<file path="config.mk">
export PLATFORM = sky130hd
export DESIGN_NAME = tagged_sync_mem
export DESIGN_NICKNAME = d
export VERILOG_FILES = /design/src/rtl/fe_pkg.sv /design/src/rtl/fe_tag_store.sv /design/src/rtl/fe_pending_table.sv /design/src/rtl/fe_oldest_pick.sv /design/src/rtl/tagged_sync_mem.sv
export SDC_FILE = /design/constraint.sdc
export NUM_CORES = 1
export LEC_CHECK = 0
export BUFFER_PORTS_ARGS = -buffer_cell sky130_fd_sc_hd__buf_2
export CAP_MARGIN = 20
export CORE_MARGIN = 5
export CORE_UTILIZATION = 40
export DETAILED_ROUTE_END_ITERATION = 8
export PLACE_DENSITY_LB_ADDON = 0.25
export SYNTH_ARGS = -nofsm -noshare
export SYNTH_HDL_FRONTEND = slang
export SYNTH_SLANG_ARGS = --single-unit
export TNS_END_PERCENT = 30
</file>
<file path="constraint.sdc">
create_clock -name clk_i -period 3.36 [get_ports clk_i]
set_input_delay 0.84 -clock clk_i [delete_from_list [all_inputs] [get_ports clk_i]]
set_output_delay 0.84 -clock clk_i [all_outputs]
set_load 0.005 [all_outputs]
</file>
<file path="src/rtl/fe_pkg.sv">
package fe_pkg;

  typedef enum logic [2:0] {
    OP_READ    = 3'd0,
    OP_WRITE   = 3'd1,
    OP_RESERVE = 3'd2,
    OP_FILL    = 3'd3,
    OP_TAKE    = 3'd4,
    OP_WAIT    = 3'd5
  } op_e;

  function automatic logic op_legal(logic [2:0] op);
    return op <= 3'd5;
  endfunction

  // op may only execute while its word is full
  function automatic logic needs_full(op_e op);
    return (op == OP_TAKE) || (op == OP_WAIT);
  endfunction

  function automatic logic returns_data(op_e op);
    return (op == OP_READ) || (op == OP_TAKE) || (op == OP_WAIT);
  endfunction

endpackage

</file>
<file path="src/rtl/fe_tag_store.sv">
module fe_tag_store #(
  parameter int DEPTH  = 8,
  parameter int DATA_W = 16,
  localparam int ADDR_W = $clog2(DEPTH)
) (
  input  logic              clk_i,
  input  logic              rst_ni,
  input  logic              exec_valid_i,
  input  fe_pkg::op_e       exec_op_i,
  input  logic [ADDR_W-1:0] exec_addr_i,
  input  logic [DATA_W-1:0] exec_wdata_i,
  output logic [DATA_W-1:0] rd_data_o,
  output logic [DEPTH-1:0]  tags_o
);
  import fe_pkg::*;

  logic [DEPTH-1:0][DATA_W-1:0] mem_q;
  logic [DEPTH-1:0]             tag_q;

  assign rd_data_o = mem_q[exec_addr_i];
  assign tags_o    = tag_q;

  always_ff @(posedge clk_i or negedge rst_ni) begin
    if (!rst_ni) begin
      mem_q <= '0;
      tag_q <= '1;
    end else if (exec_valid_i) begin
      unique case (exec_op_i)
        OP_WRITE:   mem_q[exec_addr_i] <= exec_wdata_i;
        OP_RESERVE: tag_q[exec_addr_i] <= 1'b0;
        OP_FILL: begin
          mem_q[exec_addr_i] <= exec_wdata_i;
          tag_q[exec_addr_i] <= 1'b1;
        end
        OP_TAKE:    tag_q[exec_addr_i] <= 1'b0;
        default: ;
      endcase
    end
  end

endmodule

</file>
<file path="src/rtl/fe_pending_table.sv">
module fe_pending_table #(
  parameter int NUM_THREADS = 4,
  parameter int ADDR_W      = 3,
  parameter int DATA_W      = 16,
  localparam int TID_W      = $clog2(NUM_THREADS)
) (
  input  logic                                  clk_i,
  input  logic                                  rst_ni,
  input  logic                                  alloc_i,
  input  logic [TID_W-1:0]                      alloc_tid_i,
  input  fe_pkg::op_e                           alloc_op_i,
  input  logic [ADDR_W-1:0]                     alloc_addr_i,
  input  logic [DATA_W-1:0]                     alloc_wdata_i,
  input  logic                                  clr_i,
  input  logic [TID_W-1:0]                      clr_tid_i,
  output logic [NUM_THREADS-1:0]                vld_o,
  output fe_pkg::op_e [NUM_THREADS-1:0]         op_o,
  output logic [NUM_THREADS-1:0][ADDR_W-1:0]    addr_o,
  output logic [NUM_THREADS-1:0][DATA_W-1:0]    wdata_o,
  output logic [NUM_THREADS-1:0][NUM_THREADS-1:0] older_o
);
  import fe_pkg::*;

  logic [NUM_THREADS-1:0]                   vld_q;
  op_e  [NUM_THREADS-1:0]                   op_q;
  logic [NUM_THREADS-1:0][ADDR_W-1:0]       addr_q;
  logic [NUM_THREADS-1:0][DATA_W-1:0]       wdata_q;
  // older_q[i][j]: slot i was parked before slot j
  logic [NUM_THREADS-1:0][NUM_THREADS-1:0]  older_q;

  always_ff @(posedge clk_i or negedge rst_ni) begin
    if (!rst_ni) begin
      vld_q   <= '0;
      op_q    <= {NUM_THREADS{OP_READ}};
      addr_q  <= '0;
      wdata_q <= '0;
      older_q <= '0;
    end else begin
      if (clr_i) vld_q[clr_tid_i] <= 1'b0;
      if (alloc_i) begin
        vld_q[alloc_tid_i]   <= 1'b1;
        op_q[alloc_tid_i]    <= alloc_op_i;
        addr_q[alloc_tid_i]  <= alloc_addr_i;
        wdata_q[alloc_tid_i] <= alloc_wdata_i;
        for (int j = 0; j < NUM_THREADS; j++) begin
          older_q[j][alloc_tid_i] <= vld_q[j] && (TID_W'(j) != alloc_tid_i);
          older_q[alloc_tid_i][j] <= 1'b0;
        end
      end
    end
  end

  assign vld_o   = vld_q;
  assign op_o    = op_q;
  assign addr_o  = addr_q;
  assign wdata_o = wdata_q;
  assign older_o = older_q;

endmodule

</file>
<file path="src/rtl/fe_oldest_pick.sv">
module fe_oldest_pick #(
  parameter int NUM_THREADS = 4,
  localparam int TID_W      = $clog2(NUM_THREADS)
) (
  input  logic [NUM_THREADS-1:0]                  elig_i,
  input  logic [NUM_THREADS-1:0][NUM_THREADS-1:0] older_i,
  output logic                                    any_o,
  output logic [TID_W-1:0]                        idx_o
);

  logic [NUM_THREADS-1:0] grant;

  for (genvar i = 0; i < NUM_THREADS; i++) begin : g_slot
    logic [NUM_THREADS-1:0] ahead;
    always_comb begin
      for (int j = 0; j < NUM_THREADS; j++) ahead[j] = older_i[j][i] & elig_i[j];
    end
    assign grant[i] = elig_i[i] & ~|ahead;
  end

  always_comb begin
    idx_o = '0;
    for (int i = 0; i < NUM_THREADS; i++) begin
      if (grant[i]) idx_o = TID_W'(i);
    end
  end

  assign any_o = |grant;

endmodule

</file>
<file path="src/rtl/tagged_sync_mem.sv">
module tagged_sync_mem #(
  parameter int NUM_THREADS = 4,
  parameter int DEPTH       = 8,
  parameter int DATA_W      = 16,
  localparam int TID_W      = $clog2(NUM_THREADS),
  localparam int ADDR_W     = $clog2(DEPTH)
) (
  input  logic                   clk_i,
  input  logic                   rst_ni,
  input  logic                   req_valid_i,
  input  logic [TID_W-1:0]       req_tid_i,
  input  logic [2:0]             req_op_i,
  input  logic [ADDR_W-1:0]      req_addr_i,
  input  logic [DATA_W-1:0]      req_wdata_i,
  output logic [NUM_THREADS-1:0] busy_o,
  output logic                   cmpl_valid_o,
  output logic [TID_W-1:0]       cmpl_tid_o,
  output logic [DATA_W-1:0]      cmpl_rdata_o
);
  import fe_pkg::*;

  logic [NUM_THREADS-1:0]                   slot_vld;
  op_e  [NUM_THREADS-1:0]                   slot_op;
  logic [NUM_THREADS-1:0][ADDR_W-1:0]       slot_addr;
  logic [NUM_THREADS-1:0][DATA_W-1:0]       slot_wdata;
  logic [NUM_THREADS-1:0][NUM_THREADS-1:0]  slot_older;
  logic [NUM_THREADS-1:0]                   slot_elig;

  logic [DEPTH-1:0]  tags;
  logic [DATA_W-1:0] rd_data;

  logic              grant_any;
  logic [TID_W-1:0]  grant_idx;

  op_e               req_op;
  logic              req_ok;
  logic              req_can_run;

  logic              exec_valid;
  logic [TID_W-1:0]  exec_tid;
  op_e               exec_op;
  logic [ADDR_W-1:0] exec_addr;
  logic [DATA_W-1:0] exec_wdata;
  logic              park;

  assign req_op      = op_e'(req_op_i);
  assign req_ok      = req_valid_i && op_legal(req_op_i) && !slot_vld[req_tid_i];
  assign req_can_run = !needs_full(req_op) || tags[req_addr_i];

  for (genvar i = 0; i < NUM_THREADS; i++) begin : g_elig
    assign slot_elig[i] = slot_vld[i] && (!needs_full(slot_op[i]) || tags[slot_addr[i]]);
  end

  // single store port: eligible retries first, then the new request
  always_comb begin
    exec_valid = 1'b0;
    exec_tid   = req_tid_i;
    exec_op    = req_op;
    exec_addr  = req_addr_i;
    exec_wdata = req_wdata_i;
    if (grant_any) begin
      exec_valid = 1'b1;
      exec_tid   = grant_idx;
      exec_op    = slot_op[grant_idx];
      exec_addr  = slot_addr[grant_idx];
      exec_wdata = slot_wdata[grant_idx];
    end else if (req_ok && req_can_run) begin
      exec_valid = 1'b1;
    end
  end

  assign park = req_ok && (grant_any || !req_can_run);

  fe_pending_table #(
    .NUM_THREADS(NUM_THREADS),
    .ADDR_W     (ADDR_W),
    .DATA_W     (DATA_W)
  ) i_pending (
    .clk_i        (clk_i),
    .rst_ni       (rst_ni),
    .alloc_i      (park),
    .alloc_tid_i  (req_tid_i),
    .alloc_op_i   (req_op),
    .alloc_addr_i (req_addr_i),
    .alloc_wdata_i(req_wdata_i),
    .clr_i        (grant_any),
    .clr_tid_i    (grant_idx),
    .vld_o        (slot_vld),
    .op_o         (slot_op),
    .addr_o       (slot_addr),
    .wdata_o      (slot_wdata),
    .older_o      (slot_older)
  );

  fe_oldest_pick #(
    .NUM_THREADS(NUM_THREADS)
  ) i_pick (
    .elig_i (slot_elig),
    .older_i(slot_older),
    .any_o  (grant_any),
    .idx_o  (grant_idx)
  );

  fe_tag_store #(
    .DEPTH (DEPTH),
    .DATA_W(DATA_W)
  ) i_store (
    .clk_i       (clk_i),
    .rst_ni      (rst_ni),
    .exec_valid_i(exec_valid),
    .exec_op_i   (exec_op),
    .exec_addr_i (exec_addr),
    .exec_wdata_i(exec_wdata),
    .rd_data_o   (rd_data),
    .tags_o      (tags)
  );

  always_ff @(posedge clk_i or negedge rst_ni) begin
    if (!rst_ni) begin
      cmpl_valid_o <= 1'b0;
      cmpl_tid_o   <= '0;
      cmpl_rdata_o <= '0;
    end else begin
      cmpl_valid_o <= exec_valid;
      cmpl_tid_o   <= exec_tid;
      cmpl_rdata_o <= (exec_valid && returns_data(exec_op)) ? rd_data : '0;
    end
  end

  assign busy_o = slot_vld;

endmodule

</file>
==> flow_summary.ini, run 1 <==
[status]
status = finished with violations
violations = setup timing

[yosys]
synthesis.nets = 1027
synth_largest_area_cell = dfrtp_1
synthCells = 1000
syn-mean-instance-area_um2 = 12.9
ys_ff_latch = 263
yosysMostFrequentCell = dfrtp_1
yosysWarnings = 0
synth_top_area_frac = 0.494
synthTopCellsByCount = 255 x dfrtp_1, 152 x mux2_2, 95 x nand2_1
netlist_top_cells_area = dfrtp_1 49%, mux2_2 13%, mux2_4 5.8%
synthesis.area_um2 = 12900
async_flop_share = 1.00
netlist-cell-type-count = 72
synth-edff-count = 0
synth_flop_cell = dfrtp_1
synth-seq-area-share = 0.510

[grt]
antenna_found_initial = 1
grt_pass1_wl_mm = 56.3
grt_max_degree = 67
grt_usage = 0.196
grt_pass1_vias = 9613
overflow = 0

[placed_design]
gp_congestion = 0.788
port_buffers = 49
dp_hpwl_mm = 23.0
dp_cells = 1568

[floorplanning]
die_h_um = 190
die_w_um = 190
initial_core_util = 0.408
rows = 65
dieArea_um2 = 36000
coreArea_um2 = 31700
ioPinCount = 50

[sta]
slew_headroom = 0.586
clock_skew_ns = 0.0275
setup_ws_ns = -0.357
slew_viol_final = 0
setup_viol = 150
finalHoldViolCount = 0
min_period_over_period = 1.11
tightest_slew_ns = 0.620
finalCriticalPeriod_ns = 3.72
fin_tns_setup_ns = -40.97
rsz0062_at_grt = true
clock.fmax_ghz = 0.269

[pwr]
p_comb_frac = 0.607
power_mw = 22.6
p_per_area_nw_per_um2 = 1300
internal_power_mw = 13.9
clkPwrFrac = 0.158
p_leak_nw = 8.29
seqPwrFrac = 0.236
sw_frac_of_total = 0.386
ir_drop_mv = 0.613
switchingPower_mw = 8.72

[finish]
area_delta_synth_final_pct = 34.6
layout.nets = 1271
final_util = 0.548
final_cells = 1671
drive_gt1_frac = 0.521

[worst_setup_path]
worst-endpoint-arrival_ns = 4.16
crit_fanout = 7
critical_path_class = register to register
start_kind = register
cp.required_ns = 3.80
end_kind = register

[detailed_routing]
wl_mm = 35.9
vias = 9141
route.detailed.drc = 0
drt-initial-drc-count = 647
first_pass_iters = 5
wl_per_cell_um = 21.5
via_per_inst = 5.47
ant_nets = 0

[clock_network]
clk_pin_slew_ns = 0.06
clk_latency_ns = 0.58
cts_tree = built
cts-root-buf = clkbuf_16
clockBufferDepth = 3
htreeDepth = 1
numCtsBuffers = 30
cts_sinks = 263

[worst_hold_path]
hp-class = input port to async pin

[job]
maxCapViolCount = 0
[logic make-up (layout without fill, tap and decap cells)]
family / after synthesis / after routing / share of synthesized area
flops: 263 / 263 / 0.510
simple gates: 208 / 208 / 0.0948
xor+xnor: 1 / 1 / 0.000678
buf+inv: 86 / 354 / 0.0398
mux: 284 / 284 / 0.263
other cells: 0 / 1 / 0
compound gates: 158 / 158 / 0.0918
[power by group through the flow]
| stage | Sequential [mW] | Combinational (mW) | Clock (mW) |
|---|---|---|---|
| after global placement | 5.28 | 10.8 | 0 |
| after global routing | 5.49 | 14.5 | 3.77 |
| after detailed placement | 5.32 | 11.0 | 0 |
| after floorplan | 5.09 | 6.62 | 0 |
| final | 5.33 | 13.7 | 3.56 |
| after CTS | 5.29 | 12.2 | 3.64 |
[final cells by class]
class                      count  area (µm²)
timing repair buffer         275        2630
antenna                        1        2.50
sequential                   263        6590
fill                        2639       14300
inverter                      23        86.3
clock inverter                13         221
multi-input combinational    651        6480
clock buffer                  43         880
tap                          402         503
[registers in the layout, summed over array words and instances (netlist names), named ones only]
register and count:
i_pending.wdata_o 64, i_pending.addr_o 12, cmpl_valid_o 1, cmpl_rdata_o 16
i_store.mem_q 128, i_pending.older_o 16, i_pending.op_o 12, cmpl_tid_o 2
i_pending.vld_o 4
[critical path, stage by stage, from the launching register on]
cell and delay, ns:
dfstp_2 0.59, mux2i_2 0.09, mux4_2 0.56, a211o_1 0.33, nor4_4 0.22, buf_4 0.20, nor3b_4 0.21, a2111oi_4 0.09
or2_4 0.29, buf_12 0.16, buf_6 0.11, nor3_4 0.16, nand2_4 0.13, buf_12 0.17, mux2_4 0.29
[timing repair]
item                                    4_1_cts  5_1_grt
gates cloned                                  4        3
hold buffers                                  0        0
pin swaps                                    17       23
endpoints found under the setup margin      198      239
gates resized for setup                      74      109
endpoints found under the hold margin         0        0
buffers inserted                             20       20
[placed cells by master (no fill, tap or decap), drive strengths merged, types with 3 or more instances in the layout]
cell type and n:
buf 271, dfrtp 255, mux2 226, nand2 98, mux2i 51, clkbuf 46
a21oi 38, inv 24, o21ai 21, o221ai 21, nor2 21, and3 19
nand3 17, nor3 14, a211oi 11, nor4 10, nor2b 9, dfstp 8
a31oi 8, mux4 7, clkinv 7, o31ai 7, a221oi 6, a21o 6
o211ai 5, bufinv 5, a32o 5, a2111oi 4, a32oi 4, nand4 3
nand3b 3, o32ai 3, a311o 3, o22ai 3
[routing by layer]
metal	up-vias	routed length (µm)	global-route usage
met5	-	0	0
met4	0	900	0.0556
met3	62	1160	0.0237
met2	177	17100	0.320
met1	4717	16700	0.278
li1	4185	-	-
[per-stage QoR]
step / cell area (µm²) / worst slack [ns] / hold WS, ns
2_1_floorplan: 13000 / -0.0694 / 0.449
3_3_place_gp: 15000 / -0.643 / 0.467
3_5_place_dp: 15000 / -0.610 / 0.477
4_1_cts: 16700 / -0.308 / 0.216
5_1_grt: 17400 / -0.504 / 0.231
6_report: 17400 / -0.357 / 0.221
[worst paths after layout]
| kind | slack, ns | cells after the start | to | start |
|---|---|---|---|---|
| max | -0.36 | 14 | i_store.mem_q[9]$_DFFE_PN0P_ | register |
| min reg2reg | 0.49 | 2 | i_pending.older_o[13]$_DFFE_PN0P_ | i_pending.older_o[13]$_DFFE_PN0P_ |
| min | 0.22 | 1 | i_pending.wdata_o[34]$_DFFE_PN0P_ | rst_ni |
| max in group asynchronous | 2.31 | 2 | i_store.mem_q[51]$_DFFE_PN0P_ | rst_ni |
| min in group clk_i | 0.49 | 2 | i_pending.older_o[13]$_DFFE_PN0P_ | i_pending.older_o[13]$_DFFE_PN0P_ |
| max reg2reg | -0.36 | 14 | i_store.mem_q[9]$_DFFE_PN0P_ | register |
No activity file was read; power rests on OpenSTA's default activity.
==> run 2, diff against run 1 <==
--- a/config.mk
+++ b/config.mk
@@ -5,6 +5,7 @@
 export SDC_FILE = /design/constraint.sdc
 export NUM_CORES = 1
 export LEC_CHECK = 0
+export ABC_CLOCK_PERIOD_IN_PS = 3660
 export BUFFER_PORTS_ARGS = -buffer_cell sky130_fd_sc_hd__buf_2
 export CAP_MARGIN = 20
 export CORE_MARGIN = 5
==> constraint.sdc (replaced) <==
create_clock -name clk_i -period 3.66 [get_ports clk_i]
set_input_delay 0.915 -clock clk_i [delete_from_list [all_inputs] [get_ports clk_i]]
set_output_delay 0.915 -clock clk_i [all_outputs]
set_load 0.005 [all_outputs]
==> run 2 against run 1 <==
  * First-iteration DRC count up 2.5%
  * The run still ends with setup timing left
  * Critical endpoint is now i_store.mem_q[45]$_DFFE_PN0P_
  * Sequential share of layout area up 0.11 points
  * Flip-flop and latch count unchanged
  * Via count increased by 0.37%
  * Register-to-register slack improved by 0.22 ns
  * Core utilization shrank 0.16 points
  * Routed wire length is 0.25% higher
  * Critical path depth is the same
  * Non-clock buffer count is 3 lower
  * Clock skew down 0.0020 ns
  * Die area unchanged
==> flow_summary.ini, run 2 (synthesized netlist as in run 1, its figures left out) <==
[sta]
fin_tns_setup_ns = -3.50
finalHoldViolCount = 0
setup_ws_ns = -0.134
setup_viol = 69
clock.fmax_ghz = 0.264
finalCriticalPeriod_ns = 3.79
rsz0062_at_grt = true
tightest_slew_ns = 0.690
min_period_over_period = 1.04
slew_viol_final = 0
clock_skew_ns = 0.0255
slew_headroom = 0.539

[finish]
multi_input_area_um2 = 6480
area_delta_synth_final_pct = 34.2
largest_reg_flops = 128
layout.nets = 1268
fillers = 2577
final_cells = 1668
ff_latch_area_um2 = 6590
top_register = i_store.mem_q
final_util = 0.547
final_common_cell = dfrtp_1
final_cell_mix = 254 x dfrtp_1, 142 x mux2_2, 140 x buf_4, 90 x nand2_1, 83 x mux2_4
drive_gt1_frac = 0.526

[clock_network]
cts-root-buf = clkbuf_16
numCtsBuffers = 30
cts_sinks = 263
htreeDepth = 1
cts_tree = built
clk_pin_slew_ns = 0.06
clk_latency_ns = 0.57
clockBufferDepth = 3

[detailed_routing]
vias = 9175
wl_mm = 36.0
wl_per_cell_um = 21.6
wl_met2_mm = 17.3
ant_nets = 0
route.detailed.drc = 0
via_per_inst = 5.50
first_pass_iters = 5
dr_wl_met3_mm = 1.14
route.top_layer_used = met4
wl_met1_mm = 16.7
drt-initial-drc-count = 663

[grt]
antenna_found_initial = 2
grt_max_degree = 75
grt_pass1_vias = 9523
grt_pass1_wl_mm = 54.8
overflow = 0
grt_usage = 0.190

[worst_setup_path]
cp_slowest_cell = dfstp_2
end_kind = register
path_delay_family = compound AO/OA/AOI/OAI gates
critical_path_buf_inv_count = 4
start_kind = register
crit_fanout = 6
critical_path_class = register to register
worst-endpoint-arrival_ns = 4.24
cp.required_ns = 4.10
cp_slowest_stage_delay_ns = 0.56
path_cells = mux2i_1 > mux4_2 > buf_6 > a211oi_4 > nor4b_4 > buf_6 > a221oi_4 > a211oi_4 > a21o_4 > buf_12 > nor3_4 > nand2_4 > buf_4 > mux2_4

[placed_design]
port_buffers = 49
dp_cells = 1547
dp_hpwl_mm = 22.8
gp_congestion = 0.851
place_ws_ns = -0.320

[status]
status = finished with violations
violations = setup timing

[floorplanning]
die_h_um = 190
initial_core_util = 0.408
die_w_um = 190
dieArea_um2 = 36000
rows = 65
coreArea_um2 = 31700
ioPinCount = 50

[job]
maxCapViolCount = 0

[worst_hold_path]
hp-class = input port to async pin
## run 2: changes by cell type in the layout (fill, tap and decap cells not counted), moves of 4 or more
cell	before	now
mux2_2	115	142
clkbuf_16	33	37
buf_12	28	32
mux2_4	105	83
buf_4	151	140
mux2_1	6	1
## run 2: cell type report
class,count,share of cell area
Multi-Input combinational cell,651,0.374
Clock buffer,40,0.0483
Tap cell,402,0.0290
Sequential cell,263,0.380
Timing Repair Buffer,272,0.154
Clock inverter,15,0.00916
Antenna cell,2,0.000289
Inverter,23,0.00498
## run 2: path summary, 6_finish.rpt
check / from / to / slack (ns) / cells after the start
max reg2reg: register / i_store.mem_q[45]$_DFFE_PN0P_ / -0.13 / 14
min reg2reg: i_pending.older_o[11]$_DFFE_PN0P_ / i_pending.older_o[11]$_DFFE_PN0P_ / 0.48 / 2
min in group clk_i: i_pending.older_o[11]$_DFFE_PN0P_ / i_pending.older_o[11]$_DFFE_PN0P_ / 0.48 / 2
min: rst_ni / i_pending.wdata_o[26]$_DFFE_PN0P_ / 0.30 / 1
max: register / i_store.mem_q[45]$_DFFE_PN0P_ / -0.13 / 14
max in group asynchronous: rst_ni / cmpl_rdata_o[12]$_DFF_PN0_ / 2.51 / 2
## run 2: per-layer routing
layer,GRT usage,vias to the layer above
met5,0,-
met3,0.0218,62
met4,0.0534,0
met2,0.313,180
li1,-,4182
met1,0.268,4751
## run 2: stage by stage
step	instance area (µm²)	hold WS, ns
floorplan	12900	0.449
global placement	14800	0.462
detailed placement	14800	0.472
CTS	16300	0.322
global route	17300	0.347
finish	17300	0.303
## run 2: timing repair
action	CTS	global route
endpoints found under the setup margin	165	191
setup buffers	26	33
pin swaps	21	33
gates resized for setup	55	125
hold buffers	0	0
cloned	2	7
Power of run 2 is not shown: default switching activity piles up to over one toggle a cycle in this logic, so the estimate is an artifact.
